**src/rtl/pxpack_pkg.sv**
```systemverilog
package pxpack_pkg;
  localparam int PIX_W  = 4;
  localparam int WORD_W = 16;
  localparam int NIBS   = WORD_W / PIX_W;
  localparam int SEL_W  = $clog2(NIBS);
  localparam int LANES  = WORD_W / 8;
  localparam int NPL    = 8 / PIX_W;

  typedef enum logic [1:0] {FK_NONE, FK_FULL, FK_LANE, FK_RMW} flush_kind_e;

  // Bit mask of all word bits belonging to covered nibbles (nibble 0 = MSBs).
  function automatic logic [WORD_W-1:0] nib_bits(input logic [NIBS-1:0] m);
    logic [WORD_W-1:0] r;
    r = '0;
    for (int i = 0; i < NIBS; i++)
      if (m[i]) r[WORD_W-1-PIX_W*i -: PIX_W] = '1;
    return r;
  endfunction

  // Keep memory bits outside the mask, take pending bits inside it.
  function automatic logic [WORD_W-1:0] merge_word(input logic [WORD_W-1:0] old_w,
                                                   input logic [WORD_W-1:0] new_w,
                                                   input logic [NIBS-1:0]   m);
    logic [WORD_W-1:0] k;
    k = nib_bits(m);
    return (old_w & ~k) | (new_w & k);
  endfunction

  // Byte enables for lanes that are fully covered; bit LANES-1 is the top byte.
  function automatic logic [LANES-1:0] lane_be(input logic [NIBS-1:0] m);
    logic [LANES-1:0] b;
    b = '0;
    for (int l = 0; l < LANES; l++)
      b[LANES-1-l] = &m[l*NPL +: NPL];
    return b;
  endfunction

  function automatic flush_kind_e classify(input logic [NIBS-1:0] m);
    logic part;
    part = 1'b0;
    for (int l = 0; l < LANES; l++)
      if ((|m[l*NPL +: NPL]) && !(&m[l*NPL +: NPL])) part = 1'b1;
    if (m == '0)     return FK_NONE;
    else if (part)   return FK_RMW;
    else if (&m)     return FK_FULL;
    else             return FK_LANE;
  endfunction
endpackage

```
**src/rtl/pxpack_gather.sv**
```systemverilog
module pxpack_gather
  import pxpack_pkg::*;
#(
  parameter int WA_W = 6
) (
  input  logic              clk,
  input  logic              rst_n,
  input  logic              load,
  input  logic              clear,
  input  logic [WA_W-1:0]   in_waddr,
  input  logic [SEL_W-1:0]  in_sel,
  input  logic [PIX_W-1:0]  in_val,
  output logic [NIBS-1:0]   mask,
  output logic [WORD_W-1:0] data,
  output logic [WA_W-1:0]   waddr
);
  for (genvar g = 0; g < NIBS; g++) begin : g_nib
    logic             v_q;
    logic [PIX_W-1:0] d_q;
    logic             hit;
    assign hit = load && (in_sel == SEL_W'(g));
    always_ff @(posedge clk) begin
      if (!rst_n) begin
        v_q <= 1'b0;
        d_q <= '0;
      end else if (clear) begin
        v_q <= 1'b0;
      end else if (hit) begin
        v_q <= 1'b1;
        d_q <= in_val;
      end
    end
    assign mask[g] = v_q;
    assign data[WORD_W-1-PIX_W*g -: PIX_W] = d_q;
  end

  always_ff @(posedge clk) begin
    if (!rst_n) waddr <= '0;
    else if (load && mask == '0) waddr <= in_waddr;
  end
endmodule

```
**src/rtl/pxpack_port.sv**
```systemverilog
module pxpack_port
  import pxpack_pkg::*;
#(
  parameter int WA_W = 6
) (
  input  logic              clk,
  input  logic              rst_n,
  input  logic              start,
  input  flush_kind_e       kind,
  input  logic [LANES-1:0]  in_be,
  input  logic [WA_W-1:0]   in_waddr,
  input  logic [WORD_W-1:0] in_data,
  input  logic [NIBS-1:0]   in_mask,
  input  logic [WORD_W-1:0] mem_rdata,
  input  logic              mem_ack,
  output logic              mem_req,
  output logic              mem_we,
  output logic [WA_W-1:0]   mem_addr,
  output logic [WORD_W-1:0] mem_wdata,
  output logic [LANES-1:0]  mem_be,
  output logic              done,
  output logic              idle
);
  typedef enum logic [1:0] {P_IDLE, P_READ, P_WRITE} pst_e;
  pst_e              st;
  logic [WA_W-1:0]   addr_q;
  logic [WORD_W-1:0] wdata_q;
  logic [LANES-1:0]  be_q;

  always_ff @(posedge clk) begin
    if (!rst_n) begin
      st      <= P_IDLE;
      addr_q  <= '0;
      wdata_q <= '0;
      be_q    <= '0;
    end else begin
      case (st)
        P_IDLE: if (start && kind != FK_NONE) begin
          addr_q  <= in_waddr;
          wdata_q <= in_data;
          be_q    <= (kind == FK_RMW) ? '1 : in_be;
          st      <= (kind == FK_RMW) ? P_READ : P_WRITE;
        end
        P_READ: if (mem_ack) begin
          wdata_q <= merge_word(mem_rdata, in_data, in_mask);
          st      <= P_WRITE;
        end
        P_WRITE: if (mem_ack) st <= P_IDLE;
        default: st <= P_IDLE;
      endcase
    end
  end

  assign mem_req   = (st != P_IDLE);
  assign mem_we    = (st == P_WRITE);
  assign mem_addr  = addr_q;
  assign mem_wdata = wdata_q;
  assign mem_be    = be_q;
  assign done      = (st == P_WRITE) && mem_ack;
  assign idle      = (st == P_IDLE);
endmodule

```
**src/rtl/pxpack_writer.sv**
```systemverilog
module pxpack_writer
  import pxpack_pkg::*;
#(
  parameter  int ADDR_W = 12,
  localparam int WA_W   = ADDR_W - SEL_W
) (
  input  logic              clk,
  input  logic              rst_n,
  input  logic              px_valid,
  output logic              px_ready,
  input  logic [ADDR_W-1:0] px_addr,
  input  logic [PIX_W-1:0]  px_value,
  input  logic              px_skip_zero,
  input  logic              flush,
  output logic              mem_req,
  output logic              mem_we,
  output logic [WA_W-1:0]   mem_addr,
  output logic [WORD_W-1:0] mem_wdata,
  output logic [LANES-1:0]  mem_be,
  input  logic [WORD_W-1:0] mem_rdata,
  input  logic              mem_ack
);
  // Named internal events for the checker.
  logic [WA_W-1:0]   px_waddr;
  logic [SEL_W-1:0]  px_sel;
  logic              px_transparent;
  logic              px_take;
  logic              px_load;
  logic [NIBS-1:0]   pend_mask;
  logic [WORD_W-1:0] pend_data;
  logic [WA_W-1:0]   pend_waddr;
  logic              pend_any;
  logic              pend_full;
  logic              addr_clash;
  logic              flush_start;
  flush_kind_e       flush_kind;
  logic              write_done;
  logic              port_idle;

  assign px_waddr       = px_addr[ADDR_W-1:SEL_W];
  assign px_sel         = px_addr[SEL_W-1:0];
  assign px_transparent = px_skip_zero && (px_value == '0);
  assign pend_any       = |pend_mask;
  assign pend_full      = &pend_mask;
  assign addr_clash     = px_valid && !px_transparent && pend_any && (px_waddr != pend_waddr);
  assign flush_kind     = classify(pend_mask);
  assign flush_start    = port_idle && (pend_full || (flush && pend_any) || addr_clash);
  assign px_ready       = port_idle && !pend_full && !addr_clash && !(flush && pend_any);
  assign px_take        = px_valid && px_ready;
  assign px_load        = px_take && !px_transparent;

  pxpack_gather #(.WA_W(WA_W)) u_gather (
    .clk      (clk),
    .rst_n    (rst_n),
    .load     (px_load),
    .clear    (write_done),
    .in_waddr (px_waddr),
    .in_sel   (px_sel),
    .in_val   (px_value),
    .mask     (pend_mask),
    .data     (pend_data),
    .waddr    (pend_waddr)
  );

  pxpack_port #(.WA_W(WA_W)) u_port (
    .clk       (clk),
    .rst_n     (rst_n),
    .start     (flush_start),
    .kind      (flush_kind),
    .in_be     (lane_be(pend_mask)),
    .in_waddr  (pend_waddr),
    .in_data   (pend_data),
    .in_mask   (pend_mask),
    .mem_rdata (mem_rdata),
    .mem_ack   (mem_ack),
    .mem_req   (mem_req),
    .mem_we    (mem_we),
    .mem_addr  (mem_addr),
    .mem_wdata (mem_wdata),
    .mem_be    (mem_be),
    .done      (write_done),
    .idle      (port_idle)
  );
endmodule

```
**config.mk**
```make
export PLATFORM = sky130hd
export DESIGN_NAME = pxpack_writer
export DESIGN_NICKNAME = d
export VERILOG_FILES = /design/src/rtl/pxpack_pkg.sv /design/src/rtl/pxpack_gather.sv /design/src/rtl/pxpack_port.sv /design/src/rtl/pxpack_writer.sv
export SDC_FILE = /design/constraint.sdc
export NUM_CORES = 1
export LEC_CHECK = 0
export BUFFER_PORTS_ARGS = -buffer_cell sky130_fd_sc_hd__clkbuf_2
export CORE_MARGIN = 5
export CORE_UTILIZATION = 42
export DETAILED_ROUTE_END_ITERATION = 12
export PLACE_DENSITY = 0.65
export SLEW_MARGIN = 20
export SYNTH_ARGS = -nofsm -noshare
export SYNTH_HDL_FRONTEND = slang
export SYNTH_SLANG_ARGS = --single-unit
```
**constraint.sdc**
```tcl
create_clock -name clk -period 3.1 [get_ports clk]
set_input_delay 0.31 -clock clk [delete_from_list [all_inputs] [get_ports clk]]
set_output_delay 0.31 -clock clk [all_outputs]
set_load 0.02 [all_outputs]
```
======== Word level (Yosys, flattened, before mapping) ========
Index checks and enable logic that the tools add are counted.
storage, ports and cells
  output and inout port bits .............. 31
  register bits ........................... 60
  logic and storage cells ................. 108
cells by class
  equality and inequality tests ........... 10
  bitwise gates (word level) .............. 6
  reduce and logical (&&, ||, !) cells .... 49
  multiplexer cells ....................... 30
operators with widths
  operator            count
  $mux 4              16
  $and 16x16->16      2
  $mux 16             2
  $pmux 16 s2         1
  $logic_and 1x1->1   20
  $mux 2              8
  $not 16->16         1
  $or 16x16->16       1
  $reduce_and 2->1    7
  $ne 10x10->1        1
  $eq 2x2->1 const B  4
  $logic_not 4->1     2
  $logic_not 1->1     6
  $pmux 2 s3          1
  $reduce_and 3->1    2
  $reduce_bool 2->1   3
  $reduce_or 2->1     3
  $eq 2x1->1 const B  2
  $logic_not 2->1     2
  $ne 2x1->1 const B  2
  $reduce_and 4->1    1
  $reduce_or 4->1     1
  $logic_or 1x1->1    2
  $mux 1              2
  other kinds (2)     3

======== Longest topological paths before layout ========
Gate-level depths: netlist (run 1).
  depth in word-level cells ............... 13
  depth in mapped cells ................... 8
  depth with buffers taken out ............ 7

======== Hierarchy ========
A second synthesis (run 1) with hierarchy kept.
unflattened totals
  cell total of the unflattened synthesis .. 314
  area, all modules ....................... 2881.5 µm²
modules (own cells, without submodules)
  module         instances  area each (µm²)  sequential area each (µm²)  cells each
  pxpack_port    1          1462.7           600.6                       148
  pxpack_gather  1          1149.9           600.6                       131
  pxpack_writer  1          269.0            0.0                         35

======== Least setup slack after synthesis (run 1) ========
Ideal clock, no wire load.
  kind .................................... reg-to-output
  start point ............................. reg u_gather.g_nib[1].v_q
  end point ............................... out px_ready
  path buffers ............................ 1
  arrival time ............................ 1645 ps
  path slack .............................. 1145 ps
  required time ........................... 2790 ps
  stages on the path, launching flop included .. 7
  cell sequence ........................... dfxtp_1 inv_1 ha_1 nand2_2 a22o_1 clkbuf_1 nor3_1
on the way
  word-level cells in the longest chain between the ends .. 6
ends and longest elaborated chain
  item                             RTL line             RTL
  start: declaration               pxpack_gather.sv:18  logic v_q;
  start signal: assignment         pxpack_gather.sv:24  v_q <= 1'b0;
  start signal: assignment         pxpack_gather.sv:27  v_q <= 1'b0;
  start signal: assignment         pxpack_gather.sv:29  v_q <= 1'b1;
  $reduce_or 4->1                  pxpack_writer.sv:43  assign pend_any = |pend_mask;
  $logic_and 1x1->1 (2 in series)  pxpack_writer.sv:45  assign addr_clash = px_valid && !px_transparent && pend_any && (px_waddr != pend_waddr);
  $logic_not 1->1                  pxpack_writer.sv:48  assign px_ready = port_idle && !pend_full && !addr_clash && !(flush && pend_any);
  $logic_and 1x1->1                pxpack_writer.sv:48
  $logic_and 1x1->1 *              pxpack_writer.sv:48
  end: declaration                 pxpack_writer.sv:10  output logic px_ready,
Every way passes the cells marked *; elsewhere a longest branch is shown, timed or not.

======== Final worst setup path (run 1) ========
  start point ............................. reg u_gather.g_nib[0].v_q
  end point ............................... reg u_port.wdata_q[0], in the netlist u_port.mem_wdata[0]
on the way
  word-level cells in the longest chain between the ends .. 11
ends and longest elaborated chain
  item                          RTL line             RTL
  start: declaration            pxpack_gather.sv:18
  start signal: assignment      pxpack_gather.sv:24
  start signal: assignment      pxpack_gather.sv:27
  start signal: assignment      pxpack_gather.sv:29
  $reduce_and 2->1              pxpack_pkg.sv:42     if ((|m[l*NPL +: NPL]) && !(&m[l*NPL +: NPL])) part = 1'b1;
  $logic_not 1->1               pxpack_pkg.sv:42
  $logic_and 1x1->1             pxpack_pkg.sv:42
  $mux 1 (2 in series)          pxpack_pkg.sv:42
  $mux 2                        pxpack_pkg.sv:44     else if (part) return FK_RMW;
  $mux 2                        pxpack_pkg.sv:43     if (m == '0) return FK_NONE;
  $reduce_bool 2->1             pxpack_port.sv:38    P_IDLE: if (start && kind != FK_NONE) begin
  $logic_and 1x1->1 *           pxpack_port.sv:38
  $ne 2x1->1 (no line) *        --
  $reduce_and 3->1 (no line) *  --
  end signal: assignment        pxpack_port.sv:40    wdata_q <= in_data;
  end signal: assignment        pxpack_port.sv:45    wdata_q <= merge_word(mem_rdata, in_data, in_mask);
  end: declaration              pxpack_port.sv:27    logic [WORD_W-1:0] wdata_q;
Marks and branches as above.
A chain may end at the register's enable or synchronous reset.

==> metrics.cfg, run 1 <==
[worst_setup_path]
crit_path_top_delay_cell=nor4_4
crit_chain=inv_1, ha_1, nand2_2, a22o_1, nor4_4, o221a_4, o2bb2ai_1
path_delay_family=compound AO/OA/AOI/OAI gates
critPathArrivalTime_ns=2.80
critPathCaptureType=flop
max_stage_delay_ns=0.70
worstSetupPathType=reg -> reg
worstPathRequired_ns=3.36
path_buf_inv=1
crit_fanout=16
start_kind=flop

[final_layout]
final_nets=382
num_antenna_cells=0
syn_to_final_growth_pct=24.43
layout-drive-gt1-share_pct=31.01
fin_area_um2=3428
finalNonFillerCells=422

[timing]
final.setup.worst_slack_ns=0.5625
clock.fmax_mhz=394.1
finalSetupViolCount=0
rsz0062_at_grt=no
drv_slew=0
layout_min_cycle_time_ns=2.538
period_share_pct=81.86
setup_tns_ns=0
hold_violations=0
fin_skew_ns=0.01119
timing.slew.headroom_pct=41.69
worst-slew-pin-transition_ns=0.8705

[global_routing]
grt_pass1_vias=2260
antenna_found_initial=0
grt_pass1_wl_um=10780
grt_max_degree=26
grt_use_total_pct=15.89
grt-ovfl-total=0

[pwr]
power_leakage_nw=1.418
vdd_drop_max_uv=327.1
power_density_nw_per_um2=645.1

[detailed_routing]
via_count=2277
dr.pass1.iters=4
wl_per_cell_um=15.05
ant_nets=0
drtIter0Drc=187
avgViaCountPerCell=5.396
finalWirelength_um=6352
drc=0

[synth]
yosysSeqAreaShare_pct=43.60
ys_ff_latch=60
synth_area_leaders=dfxtp_1, mux2i_1, o2bb2ai_2, nand2_1, xnor2_1
post_synth_num_cell_types=42
synthCells=271
synth_flop_cell=dfxtp_1
synth-edff-count=0
synth_top_area_share_pct=43.60
synth_warnings=0
synth.avg_cell_area_um2=10.17
syn_nets=313
synth_commonest_cells=dfxtp_1, mux2i_1, nand2_1
synth_top_area_cell=dfxtp_1
synthArstFlopShare_pct=0
yosysMostFrequentCell=dfxtp_1
netlist_area_um2=2755

[place]
dp_hpwl_um=4750
place_ws_ns=0.5737
dp.cells=406
io_buffer_count=68
place.gp.congestion=0.8251
dpl_cell_area_um2=3157

[clock_tree]
clock-sinks=60
htreeDepth=3
clockRootBuffer=clkbuf_8
ctsLongestPathBuffers=2
hold_buffers=0
post_cts_resized=0
cts_tree=yes
cts_made_buffers=9
clk_pin_slew_worst_paths_ns=0.07
cts_setup_buffers=0
clk_latency_ns=0.33

[worst_hold_path]
hp-class=in -> reg

[die]
design.core.area_um2=6350
die_y_um=90.99
dieArea_um2=8279
die_x_um=90.99
design.portCount=69
initial_core_util_pct=43.39
rows=29

[job]
maxCapViolations=0

[run_status]
status=finished clean

[worst register-to-register path, delay by kind of cell, from the launching register on]
family                   cells  cell delay, ns
buffers and inverters        1            0.08
AO/OA/AOI/OAI                3            1.05
AND/OR/NAND/NOR              2            0.81
adder cells (fa/ha/maj)      1            0.20
flip-flops                   1            0.33
[flip-flops by register name, indices dropped and copies added (netlist names)]
| register | cells |
|---|---|
| u_gather.g_nib.v_q | 4 |
| u_port.mem_wdata | 16 |
| u_port.mem_addr | 10 |
| u_port.st | 2 |
| u_gather.g_nib.d_q | 16 |
| u_gather.waddr | 10 |
| u_port.mem_be | 2 |
[logic make-up (layout without fill, tap and decap cells)]
logic type,after synthesis,in the layout,share of synthesized area (%)
compound gates,69,69,20.80
simple gates,66,66,12.08
flops,60,60,43.60
mux,42,42,15.26
buf+inv,20,94,3.270
xor+xnor,10,10,3.179
fa+ha+maj,4,4,1.817
[path summary, 6_finish.rpt]
| path | from | slack (ns) | cells past startpoint | endpoint |
|---|---|---|---|---|
| worst min register to register | u_port.mem_wdata[13] | 0.47 | 1 | u_port.mem_wdata[13] |
| worst max-delay path | u_gather.g_nib[0].v_q | 0.56 | 7 | u_port.mem_wdata[0] |
| worst min-delay path | mem_rdata[10] | 0.26 | 3 | u_port.mem_wdata[10] |
| worst max register to register | u_gather.g_nib[0].v_q | 0.56 | 7 | u_port.mem_wdata[0] |
[through the flow]
step	utilization, %	hold slack [ns]	total power, mW
after floorplan	-	0.4382	1.162
after global placement	49.71	0.4486	1.272
after detailed placement	49.71	0.4508	1.277
after CTS	53.99	0.2413	2.227
after global routing	53.99	0.2502	2.296
final	53.99	0.2556	2.211
[cell usage in the layout (no fill, tap or decap), types with 2 or more instances in the layout]
master     instances
o2bb2ai_2         10
dfxtp_1           60
nor2_1            18
xnor2_1           10
nand2_1           24
nor3_1             4
o21ai_0           14
nand4b_1           2
and4_1             2
nand4_1            3
ha_1               4
or3_1              2
clkbuf_2          68
o211ai_1          11
o2bb2ai_1          6
a21oi_1           17
nand3_1            3
inv_1              7
clkbuf_8          10
buf_4              3
bufinv_16          4
mux2i_1           42
[layer usage]
metal  wire length, um  vias up  track usage, %
met5                 0        -               0
met4               121        0           7.335
met3               356       10           3.884
met2              2969       67           24.34
met1              2905     1070           21.10
li1                  -     1130               -
[cell type report]
class / count / area, um^2
sequential: 60 / 1201
multi-input combinational: 191 / 1470
clock inverter: 6 / 133.9
timing repair buffer: 71 / 362.8
fill: 595 / 2922
tap: 77 / 96.34
inverter: 7 / 26.28
clock buffer: 10 / 137.6
[power by group]
group          switching [mW]  internal (mW)  leakage, nW
combinational           0.244          0.161        0.795
sequential             0.0394          0.818        0.486
clock                   0.310          0.639        0.137
total                   0.594           1.62         1.42
No activity file was read; power rests on OpenSTA's default activity.
==> inputs of run 2 (changes only) <==
PLACE_DENSITY = 0.68   (was 0.65)
clock period = 2.2 ns   (was 3.1 ns; I/O delays follow)
==> metrics.cfg, run 2 (same netlist as run 1, synthesis figures left out) <==
[die]
rows=29
die_x_um=90.99
design.portCount=69
die_y_um=90.99
initial_core_util_pct=43.39
design.core.area_um2=6350
dieArea_um2=8279

[global_routing]
grt_max_degree=24
grt_use_total_pct=16.04
antenna_found_initial=0
grt-ovfl-total=0
grt_pass1_wl_um=10750
grt_pass1_vias=2229

[detailed_routing]
via_count=2271
avgViaCountPerCell=5.233
wl_per_cell_um=14.90
drtIter0Drc=127
drc=0
finalWirelength_um=6466
ant_nets=0
dr.pass1.iters=4

[place]
dpl_cell_area_um2=3214
place.gp.congestion=0.8731
io_buffer_count=68
dp_hpwl_um=4865
place_ws_ns=0.2012

[job]
maxCapViolations=0

[worst_setup_path]
crit_chain=xnor2_1, nand4_1, o31ai_4, nor2_1, nor3_1, clkbuf_2
crit_path_top_delay_cell=dfxtp_1
worstPathRequired_ns=1.98
critPathArrivalTime_ns=1.92
max_stage_delay_ns=0.41
ff2ff_path_depth=8
start_kind=flop
reg2reg_slack_ns=0.16
worstSetupPathType=reg -> out
path_buf_inv=1
crit_fanout=3
reg2reg_to=u_gather.g_nib[3].d_q[1]
critPathCaptureType=primary output
path_delay_family=simple AND/OR/NAND/NOR gates
r2r-start=u_gather.g_nib[1].v_q

[worst_hold_path]
hold_path_end=u_gather.waddr[6]
hp-class=in -> reg
hold_start=px_addr[8]
hold_depth=3

[final_layout]
layout_commonest_cell=clkbuf_2
syn_to_final_growth_pct=27.02
seq_area_um2=1201
layout-drive-gt1-share_pct=33.33
fillCellCount=572
final_cell_mix=clkbuf_2, dfxtp_1, mux2i_1
multi_input_area_um2=1479
fin_area_um2=3500
final_nets=395
num_antenna_cells=0

[clock_tree]
htreeDepth=3
ctsLongestPathBuffers=2
cts_tree=yes
clock-sinks=60
clk_latency_ns=0.34
clockRootBuffer=clkbuf_8
clk_pin_slew_worst_paths_ns=0.06
cts_made_buffers=9

[timing]
setup_tns_ns=0
finalSetupViolCount=0
final.setup.worst_slack_ns=0.06236
worst-slew-pin-transition_ns=0.8644
period_share_pct=97.17
hold_violations=0
drv_slew=0
fin_skew_ns=0.009381
timing.slew.headroom_pct=42.10
layout_min_cycle_time_ns=2.138
clock.fmax_mhz=467.8

[pwr]
totalPowerFinal_mw=2.947
vdd_drop_max_uv=367.6
power_density_nw_per_um2=842.2
power_leakage_nw=1.459

[run_status]
status=finished clean

## run 2: final cells by class
| type | instances | area share, % |
|---|---|---|
| multi-input combinational | 191 | 42.26 |
| sequential | 60 | 34.32 |
| timing repair buffer | 84 | 13.51 |
| clock buffer | 11 | 4.326 |
| tap | 77 | 2.753 |
| clock inverter | 4 | 2.074 |
| inverter | 7 | 0.7508 |
## run 2: metal layers
layer  global-route usage, %  share of wire (%)  vias up
met5                       0                  0        -
met4                   6.724                1.4        0
met3                   5.289                4.6        6
met2                   23.86                 45       51
met1                   21.34                 49     1047
li1                        -                  -     1167
## run 2: how the worst max path moves through the flow
stage                                from                   end  depth (start not counted)
floorplan           u_gather.g_nib[1].v_q          u_port.st[0]                          6
global route            u_gather.waddr[0]              px_ready                          6
finish                  u_gather.waddr[3]              px_ready                          6
global placement    u_gather.g_nib[1].v_q  u_port.mem_wdata[11]                          7
CTS                     u_gather.waddr[3]              px_ready                          6
detailed placement  u_gather.g_nib[3].v_q   u_port.mem_wdata[0]                          7
## run 2: power breakdown
group / internal (mW) / total (mW) / switching, mW
Sequential: 1.15 / 1.21 / 0.0556
Clock: 0.691 / 1.11 / 0.420
Combinational: 0.269 / 0.628 / 0.359
Total: 2.11 / 2.95 / 0.835
## run 2: worst min-delay path: stages
cell and delay [ns]:
clkbuf_2 0.10, mux2i_1 0.06, nor2_1 0.07
## run 2: metrics by stage
stage                     util (%)  hold slack, ns  instances
after floorplan                  -          0.3672        271
after global placement       50.62          0.4489        412
after detailed placement     50.62          0.4551        412
after CTS                    54.64          0.1396        430
after global routing         55.11          0.1550        434
final                        55.11          0.1567        434
## run 2: timing repair
action                     CTS  global route
hold buffers                 0             0
gates resized for setup      1             0
setup buffers                3             4
pin swaps                    3             5
setup endpoints to repair    1             9
==> inputs of run 3 (changes only) <==
ABC_AREA = 1   (was unset)
CELL_PAD_IN_SITES_DETAIL_PLACEMENT = 2   (was unset)
CELL_PAD_IN_SITES_GLOBAL_PLACEMENT = 2   (was unset)
CORE_MARGIN = 10   (was 5)
CORE_UTILIZATION = 25   (was 42)
PLACE_DENSITY = unset   (was 0.68)
PLACE_DENSITY_LB_ADDON = 0.1   (was unset)
==> metrics.cfg, run 3 <==
[global_routing]
antenna_found_initial=0
grt_pass1_vias=3017
grt_max_degree=33
grt_use_total_pct=11.52
grt_pass1_wl_um=14980
grt-ovfl-total=0

[job]
maxCapViolations=0

[place]
io_buffer_count=68
place_ws_ns=0.08569
place.gp.congestion=0.7568
dp_hpwl_um=6958
dpl_cell_area_um2=3369

[worst_hold_path]
hold_depth=4
hp-class=in -> reg
hold_start=mem_ack
hold_path_end=u_port.st[1]

[synth]
synth-edff-count=0
synth_commonest_cells=nand2_1, nor2_1, dfxtp_1
synth_xor_xnor_area_share_pct=0.6146
synth_warnings=0
synth.avg_cell_area_um2=6.659
synthMuxAreaShare_pct=6.321
synth_top_family_by_area=simple AND/OR/NAND/NOR gates
synthArstFlopShare_pct=0
yosysSeqAreaShare_pct=42.14
syn_nets=470
synth_area_leaders=dfxtp_1, nand2_1, nor2_1, inv_1, mux2_2
synthCells=428
ys_ff_latch=60
synth_top_area_share_pct=42.14
netlist_area_um2=2850
synth_fa_ha_area_share_pct=1.756
synth_flop_cell=dfxtp_1
post_synth_num_cell_types=23
yosysMostFrequentCell=nand2_1
synth_top_area_cell=dfxtp_1
synth_compound_area_share_pct=4.917
synthSimpleGateAreaFrac_pct=34.33

[timing]
drv_slew=0
fin_skew_ns=0.005370
timing.slew.headroom_pct=59.04
final.setup.worst_slack_ns=0.2505
clock.fmax_mhz=512.9
layout_min_cycle_time_ns=1.950
hold_violations=0
period_share_pct=88.61
finalSetupViolCount=0
worst-slew-pin-transition_ns=0.6143
rsz0062_at_grt=yes

[worst_setup_path]
start_kind=flop
worstPathRequired_ns=2.42
reg2reg_to=u_port.mem_wdata[12]
critPathCaptureType=flop
worstSetupStartpoint=u_gather.g_nib[2].v_q
ff2ff_path_depth=12
critPathArrivalTime_ns=2.17
r2r-start=u_gather.g_nib[2].v_q
worstSetupPathType=reg -> reg
reg2reg_slack_ns=0.25
crit_fanout=32

[final_layout]
num_antenna_cells=0
multi_input_area_um2=1369
layout-drive-gt1-share_pct=23.27
syn_to_final_growth_pct=28.88
seq_area_um2=1204
fillCellCount=1358
fin_area_um2=3674
final_cell_mix=nand2_1, nor2_1, clkbuf_2
layout_commonest_cell=nand2_1
final_nets=544

[run_status]
status=finished clean

[clock_tree]
htreeDepth=3
ctsLongestPathBuffers=2
clk_latency_ns=0.33
clk_pin_slew_worst_paths_ns=0.05
cts_tree=yes
post_cts_resized=0
clockRootBuffer=clkbuf_16
hold_buffers=0
clock-sinks=60
cts_setup_buffers=0
cts_made_buffers=9

[detailed_routing]
avgViaCountPerCell=4.365
wl_per_cell_um=13.77
ant_nets=0
dr.pass1.iters=4
drc=0
via_count=2824
finalWirelength_um=8909
drtIter0Drc=72

[die]
die_x_um=126.8
dieArea_um2=16070
design.portCount=69
rows=38
initial_core_util_pct=25.95
design.core.area_um2=10980
die_y_um=126.8

[pwr]
vdd_drop_max_uv=587.8
power_density_nw_per_um2=1056
power_leakage_nw=1.960

## run 3: cell count changes after synthesis, sizes merged, moves of 3 or more
cell / previous run / this run
a21oi: 18 / 9
inv: 7 / 57
mux2: 0 / 16
mux2i: 42 / 0
nand2: 25 / 124
nor2: 18 / 119
o211ai: 11 / 0
o21ai: 15 / 12
o2bb2ai: 16 / 0
xnor2: 10 / 0
## run 3: cell type report
type | count | area share (%)
Clock buffer | 15 | 7.561
Clock inverter | 1 | 0.1362
Inverter | 57 | 5.824
Multi-Input combinational cell | 298 | 37.26
Sequential cell | 60 | 32.77
Tap cell | 140 | 4.768
Timing Repair Buffer | 76 | 11.68
## run 3: logic make-up after synthesis
family | Yosys count
fa+ha+maj | 4
buf+inv | 70
compound gates | 25
xor+xnor | 2
mux | 16
flops | 60
simple gates | 251
## run 3: critical path: stages (launching register included)
cell	delay, ns
dfxtp_1	0.39
inv_1	0.07
ha_1	0.19
nand2_2	0.14
nand3_1	0.09
o21bai_2	0.21
nand2_1	0.11
nand2_2	0.11
nand2_1	0.09
nand2_2	0.07
buf_12	0.16
nor2_1	0.12
nor2_1	0.06
## run 3: how the worst max path moves through the flow
stage,depth (start not counted),end,slack (ns)
CTS,13,u_port.mem_wdata[0],0.06
global route,11,u_gather.g_nib[1].d_q[2],-0.02
floorplan,11,u_port.mem_addr[0],0.49
finish,12,u_port.mem_wdata[12],0.25
global placement,12,u_port.mem_wdata[9],0.19
detailed placement,13,u_port.mem_wdata[10],0.09
## run 3: stage by stage
| step | setup TNS [ns] | util (%) | hold slack (ns) | total power, mW | instances |
|---|---|---|---|---|---|
| finish | 0 | 33.45 | 0.2049 | 3.878 | 647 |
| global route | -0.02912 | 33.45 | 0.2312 | 4.181 | 647 |
| CTS | 0 | 33.25 | 0.2006 | 3.951 | 647 |
| detailed placement | 0 | 30.68 | 0.4730 | 2.575 | 631 |
| global placement | 0 | 30.68 | 0.4662 | 2.518 | 631 |
| floorplan | 0 | - | 0.3894 | 2.181 | 428 |
## run 3: per-layer routing
| metal | vias up | GRT usage, % | part of all wire [%] |
|---|---|---|---|
| met4 | 0 | 4.220 | 1.5 |
| met2 | 42 | 18.80 | 48 |
| met3 | 10 | 4.498 | 5.9 |
| met5 | - | 0 | 0 |
| met1 | 1348 | 13.35 | 45 |
| li1 | 1424 | - | - |
## run 3: power by group
part / internal (mW) / total (mW) / leakage, nW / switching, mW
Sequential: 1.28 / 1.39 / 0.490 / 0.113
Combinational: 0.414 / 1.15 / 1.33 / 0.733
Clock: 0.853 / 1.34 / 0.140 / 0.485
Total: 2.55 / 3.88 / 1.96 / 1.33
